<file path="config.mk">
export PLATFORM = sky130hd
export DESIGN_NAME = aes_byte_round_unit
export DESIGN_NICKNAME = d
export VERILOG_FILES = /design/src/rtl/aes_slice_pkg.sv /design/src/rtl/aes_lane_pick.sv /design/src/rtl/aes_sbox_dual.sv /design/src/rtl/aes_col_word.sv /design/src/rtl/aes_byte_round_unit.sv
export SDC_FILE = /design/constraint.sdc
export NUM_CORES = 1
export LEC_CHECK = 0
export ABC_CLOCK_PERIOD_IN_PS = 25900
export BUFFER_PORTS_ARGS = -buffer_cell sky130_fd_sc_hd__buf_2
export CAP_MARGIN = 20
export CORE_MARGIN = 1.5
export CORE_UTILIZATION = 30
export CTS_CLUSTER_SIZE = 20
export DETAILED_ROUTE_END_ITERATION = 12
export HOLD_SLACK_MARGIN = 0.12
export PLACE_DENSITY = 0.51
export SYNTH_ARGS = -nofsm -noshare
export SYNTH_HDL_FRONTEND = slang
export SYNTH_SLANG_ARGS = --single-unit
</file>
<file path="constraint.sdc">
create_clock -name clk -period 25.9 [get_ports clk]
set_input_delay 1.295 -clock clk [delete_from_list [all_inputs] [get_ports clk]]
set_output_delay 1.295 -clock clk [all_outputs]
set_load 0.02 [all_outputs]
</file>
<file path="src/rtl/aes_slice_pkg.sv">
// Package: shared operation codes and GF(2^8) helpers for the AES byte-slice unit.
// Assumes: all helpers are pure combinational functions with fixed loop bounds.
package aes_slice_pkg;

    typedef enum logic [1:0] {
        OP_ENC_FIN = 2'b00,
        OP_ENC_MID = 2'b01,
        OP_DEC_FIN = 2'b10,
        OP_DEC_MID = 2'b11
    } slice_op_e;

    localparam logic [7:0] GF_RED    = 8'h1B;  // low byte of x^8+x^4+x^3+x+1
    localparam logic [7:0] AFF_FWD_C = 8'h63;
    localparam logic [7:0] AFF_INV_C = 8'h05;

    // Multiply by x in the field.
    function automatic logic [7:0] gf_dbl(input logic [7:0] a);
        return {a[6:0], 1'b0} ^ (GF_RED & {8{a[7]}});
    endfunction

    // Full field multiply, masked accumulate with no data-dependent control.
    function automatic logic [7:0] gf_mul(input logic [7:0] a, input logic [7:0] b);
        logic [7:0] acc;
        logic [7:0] t;
        acc = 8'h00;
        t   = a;
        for (int i = 0; i < 8; i++) begin
            acc = acc ^ (t & {8{b[i]}});
            t   = gf_dbl(t);
        end
        return acc;
    endfunction

    // Field inverse as a^254 (zero maps to zero).
    function automatic logic [7:0] gf_inv(input logic [7:0] a);
        logic [7:0] sq;
        logic [7:0] acc;
        sq  = a;
        acc = 8'h01;
        for (int k = 1; k < 8; k++) begin
            sq  = gf_mul(sq, sq);
            acc = gf_mul(acc, sq);
        end
        return acc;
    endfunction

    // Rotate a byte left by a constant amount.
    function automatic logic [7:0] rotl8(input logic [7:0] x, input int n);
        return 8'((x << n) | (x >> (8 - n)));
    endfunction

endpackage

</file>
<file path="src/rtl/aes_lane_pick.sv">
// Module: extracts one byte lane of a word.
// Assumes: DATA_W is a multiple of 8 and LANE_W bits address every lane.
module aes_lane_pick #(
    parameter int DATA_W = 32,
    localparam int BYTES  = DATA_W / 8,
    localparam int LANE_W = $clog2(BYTES)
) (
    input  logic [DATA_W-1:0] word_in,
    input  logic [LANE_W-1:0] lane,
    output logic [7:0]        byte_out
);
    logic [7:0] lanes [BYTES];

    for (genvar i = 0; i < BYTES; i++) begin : g_lane
        assign lanes[i] = word_in[8*i +: 8];
    end

    // Route the addressed lane to the output.
    always_comb byte_out = lanes[lane];

endmodule

</file>
<file path="src/rtl/aes_sbox_dual.sv">
// Module: forward and inverse AES S-box, computed arithmetically.
// Assumes: both directions are always evaluated and the select only muxes them,
// so the path delay never depends on the data.
module aes_sbox_dual
    import aes_slice_pkg::*;
(
    input  logic [7:0] x,
    input  logic       inverse,
    output logic [7:0] y
);
    logic [7:0] fwd_inv;
    logic [7:0] fwd_out;
    logic [7:0] inv_pre;
    logic [7:0] inv_out;

    // Forward path: field inverse followed by the affine map.
    always_comb begin
        fwd_inv = gf_inv(x);
        fwd_out = fwd_inv ^ rotl8(fwd_inv, 1) ^ rotl8(fwd_inv, 2)
                ^ rotl8(fwd_inv, 3) ^ rotl8(fwd_inv, 4) ^ AFF_FWD_C;
    end

    // Inverse path: inverse affine map followed by the field inverse.
    always_comb begin
        inv_pre = rotl8(x, 1) ^ rotl8(x, 3) ^ rotl8(x, 6) ^ AFF_INV_C;
        inv_out = gf_inv(inv_pre);
    end

    // Select the requested direction.
    always_comb y = inverse ? inv_out : fwd_out;

endmodule

</file>
<file path="src/rtl/aes_col_word.sv">
// Module: builds the column contribution of one substituted byte and rotates it
// into the selected lane.
// Assumes: the column pattern is four bytes; wider words are zero-extended.
module aes_col_word
    import aes_slice_pkg::*;
#(
    parameter int DATA_W = 32,
    localparam int BYTES  = DATA_W / 8,
    localparam int LANE_W = $clog2(BYTES)
) (
    input  logic [7:0]        s,
    input  logic              middle,
    input  logic              decrypt,
    input  logic [LANE_W-1:0] lane,
    output logic [DATA_W-1:0] word_out
);
    logic [31:0]       col_enc;
    logic [31:0]       col_dec;
    logic [31:0]       col;
    logic [DATA_W-1:0] col_ext;
    logic [DATA_W-1:0] rot_opts [BYTES];

    // Both middle-round patterns are always computed.
    always_comb begin
        col_enc = {gf_mul(s, 8'h03), s, s, gf_mul(s, 8'h02)};
        col_dec = {gf_mul(s, 8'h0B), gf_mul(s, 8'h0D), gf_mul(s, 8'h09), gf_mul(s, 8'h0E)};
    end

    // Pick the final or middle pattern for the requested direction.
    always_comb begin
        if (!middle) col = {24'h0, s};
        else         col = decrypt ? col_dec : col_enc;
        col_ext = DATA_W'(col);
    end

    for (genvar k = 0; k < BYTES; k++) begin : g_rot
        if (k == 0) begin : g_id
            assign rot_opts[k] = col_ext;
        end else begin : g_sh
            assign rot_opts[k] = {col_ext[DATA_W-8*k-1:0], col_ext[DATA_W-1 -: 8*k]};
        end
    end

    // Rotate left by whole lanes.
    always_comb word_out = rot_opts[lane];

    // the XOR of the four column bytes equals s for both middle patterns.
    always_comb begin
        if (middle) begin
            mid_parity_chk: assert ((col[31:24] ^ col[23:16] ^ col[15:8] ^ col[7:0]) == s);
        end
    end

endmodule

</file>
<file path="src/rtl/aes_byte_round_unit.sv">
// Module: top of the AES byte-slice round step unit. It picks a byte, substitutes
// it, forms the column contribution, XORs it into opa and registers the result.
// Assumes: a single fixed-latency stage; no backpressure at the output.
module aes_byte_round_unit
    import aes_slice_pkg::*;
#(
    parameter int DATA_W = 32,
    parameter int SEL_W  = 5,
    localparam int BYTES  = DATA_W / 8,
    localparam int LANE_W = $clog2(BYTES)
) (
    input  logic              clk,
    input  logic              rst_n,
    input  logic              in_valid,
    input  logic [1:0]        op,
    input  logic [SEL_W-1:0]  sel,
    input  logic [DATA_W-1:0] opa,
    input  logic [DATA_W-1:0] opb,
    output logic              out_valid,
    output logic [DATA_W-1:0] result
);
    localparam logic [DATA_W-1:0] LANE_MASK0 = DATA_W'(8'hFF);

    slice_op_e         op_e;
    logic [LANE_W-1:0] lane;
    logic [7:0]        src_byte;
    logic [7:0]        sub_byte;
    logic [DATA_W-1:0] contrib;

    // Decode the operation code and the used select bits.
    always_comb begin
        op_e = slice_op_e'(op);
        lane = sel[LANE_W-1:0];
    end

    aes_lane_pick #(.DATA_W(DATA_W)) i_pick (
        .word_in  (opb),
        .lane     (lane),
        .byte_out (src_byte)
    );

    aes_sbox_dual i_sbox (
        .x       (src_byte),
        .inverse (op_e == OP_DEC_FIN || op_e == OP_DEC_MID),
        .y       (sub_byte)
    );

    aes_col_word #(.DATA_W(DATA_W)) i_col (
        .s        (sub_byte),
        .middle   (op_e == OP_ENC_MID || op_e == OP_DEC_MID),
        .decrypt  (op_e == OP_DEC_FIN || op_e == OP_DEC_MID),
        .lane     (lane),
        .word_out (contrib)
    );

    // Output stage: load on strobe, track valid, clear on reset.
    always_ff @(posedge clk) begin
        if (!rst_n) begin
            out_valid <= 1'b0;
            result    <= '0;
        end else begin
            out_valid <= in_valid;
            if (in_valid) result <= opa ^ contrib;
        end
    end


    reset_clear_chk: assert property (@(posedge clk)
        !rst_n |=> (!out_valid && result == '0));


    valid_follow_chk: assert property (@(posedge clk) disable iff (!rst_n)
        in_valid |=> out_valid);


    valid_drop_chk: assert property (@(posedge clk) disable iff (!rst_n)
        !in_valid |=> !out_valid);


    result_hold_chk: assert property (@(posedge clk) disable iff (!rst_n)
        !in_valid |=> $stable(result));


    final_lane_chk: assert property (@(posedge clk) disable iff (!rst_n)
        (in_valid && !op[0]) |=>
        (((result ^ $past(opa)) & ~(LANE_MASK0 << (8 * $past(sel[LANE_W-1:0])))) == '0));

endmodule

</file>
==> out/results.tsv <==
metric	value	unit
crit_fanout	46	
dpl.hpwl	86720	microns
grt_max_degree	47	
worstPathArrival	24.47	ns
path_buf_inv	10	
crit_path_top_delay_cell	xnor3_1	
end_kind	flop	
worstPathRequired	26.10	ns
diodes	0	
h-tree-depth	2	
drt_iter0_drc	2616	
cpMostUsedCell	xnor2_1	
dr_total_vias	33230	
synth.cell_area	37240	sq um
grt_pass1_vias	32030	
synth_nets	4990	
track_usage	17.71	%
rsz0062_at_grt	no	
finalHoldViolCount	0	
cts_root_buffer	clkbuf_16	
worst_pin_slew	1.018	ns
worst_clock_skew	0	ns
vias_per_cell	5.210	
die_area	126300	sq um
final_util	32.36	%
critPathTopFamily	XOR/XNOR gates	
synthTopCellsByCount	xnor2_1 (877), nor2_1 (599), nand2_1 (484)	
hold_class	flop to flop	
fmaxAchievable	41.19	MHz
maxCapViolations	0	
ys_top_cells_by_area	xnor2_1 (21%), xnor3_1 (15%), xor2_1 (7.3%)	
wl	115000	microns
drc_errors	0	
worst_setup_path_start_kind	primary input	
coreArea	123500	sq um
antenna_found_initial	2	
wl_per_cell	18.04	microns
layout-drive-gt1-share	10.53	%
final_area	39960	sq um
synth_warnings	0	
synthCells	4784	
synth_cell_type_count	110	
post-cts-setup-buffer-count	0	
synth-edff-count	0	
ys_seq_area_share	1.774	%
synth_top_area_share	20.63	%
syn_area_per_cell	7.784	sq um
cts_tree	yes	
antenna_left	0	
place_congestion	0.8724	
holdBufCountCts	0	
period_needed	24.28	ns
area_growth_syn_to_layout	7.308	%
cts_buffers	5	
cts.clk_slew.worst_paths	0.06	ns
setup_tns	0	ns
yosysTopAreaCell	xnor2_1	
port_buffers	103	
chipWidth	355.3	microns
finalCritPeriodShare	93.74	%
clk_latency	0.30	ns
path_class	primary input to flop	
die_y	355.3	microns
max_stage_delay	0.84	ns
report.final.slew_viol_count	0	
cts_buffer_depth	2	
drt-pass1-iter-count	5	
relSlewSlack	31.56	%
ys.flop_type	dfxtp_1	
async_flop_share	0	%
status	complete, no violations	
grt.overflow.total	0	
placed_area	39710	sq um
rows	129	
ioPinCount	107	
finalSetupViolCount	0	
hold_slack	0.4422	ns
nets	4946	
synth_seq_cells	33	
start_util	30.16	%
grt_pass1_wl	183900	microns
yosysMostFrequentCell	xnor2_1	
clock-sinks	33	
## cell families (layout without fill, tap and decap cells)
logic type,after synthesis,count (layout),synth area share (%)
AOI/OAI and AO/OA,852,852,15.21
xor gates and xnor gates,1552,1552,49.50
adders and majority gates,132,132,4.435
buffers and inverters,468,425,5.571
DFF,33,33,1.774
muxes,156,156,4.516
and+or+nand+nor,1591,1591,19.00
## timing repair
action                                 in CTS  in global routing
gates resized for setup                     0                  9
endpoints found under the hold margin       0                  0
setup endpoints to repair                   0                 32
## registers in the layout (all words and copies together) (netlist names)
name,cells
result,32
out_valid,1
## stage by stage
step,cells,worst slack (ns)
floorplan,4784,2.937
global placement,6366,0.6890
detailed placement,6367,0.4885
CTS,6375,0.7169
global route,6378,0.1496
finish,6378,1.620
## final cells by class
cell class,instances,area (sq um)
Multi-Input combinational cell,4283,34740
Clock inverter,1,30.03
Timing Repair Buffer,270,1788
Tap cell,1637,2048
Clock buffer,7,142.6
Fill cell,13220,83510
Inverter,147,555.5
Sequential cell,33,660.6
## worst register-to-register path, cell delays in order, from the launching register on
cell	delay, ns
dfxtp_1	0.31
a32oi_1	0.14
o21ai_0	0.10
## final timing paths
path | start | endpoint | slack [ns] | cells past startpoint
setup / recovery | sel[0] | result[27]$_SDFFE_PN0P_ | 1.62 | 75
hold / removal | result[20]$_SDFFE_PN0P_ | result[20]$_SDFFE_PN0P_ | 0.44 | 2
setup reg to reg | result[10]$_SDFFE_PN0P_ | result[10]$_SDFFE_PN0P_ | 25.23 | 2
hold reg to reg | result[20]$_SDFFE_PN0P_ | result[20]$_SDFFE_PN0P_ | 0.44 | 2
## per-layer routing
layer	global-route usage, %	share of wire (%)
met2	30.00	47
met1	25.19	48
met3	0.8513	4.3
met4	2.615	0.99
met5	0	0.030
## layout by cell type, fill, tap and decap left out, types with 46 or more instances in the layout
cell type	netlist	final
o22ai_1	46	46
xnor3_1	240	240
xor2_1	309	302
a211oi_1	46	46
xnor2_1	877	856
mux2i_1	122	122
nor2_1	599	599
buf_4	21	164
o21ai_0	167	166
buf_2	92	103
nand3_1	102	102
inv_1	110	110
xnor2_2	38	58
ha_1	132	132
a21oi_1	194	194
nor3_1	119	119
nand2_1	484	484
Power is left out: the tool's default activity adds up to more than one toggle a clock period on the data nets, which glitch-free logic cannot reach.
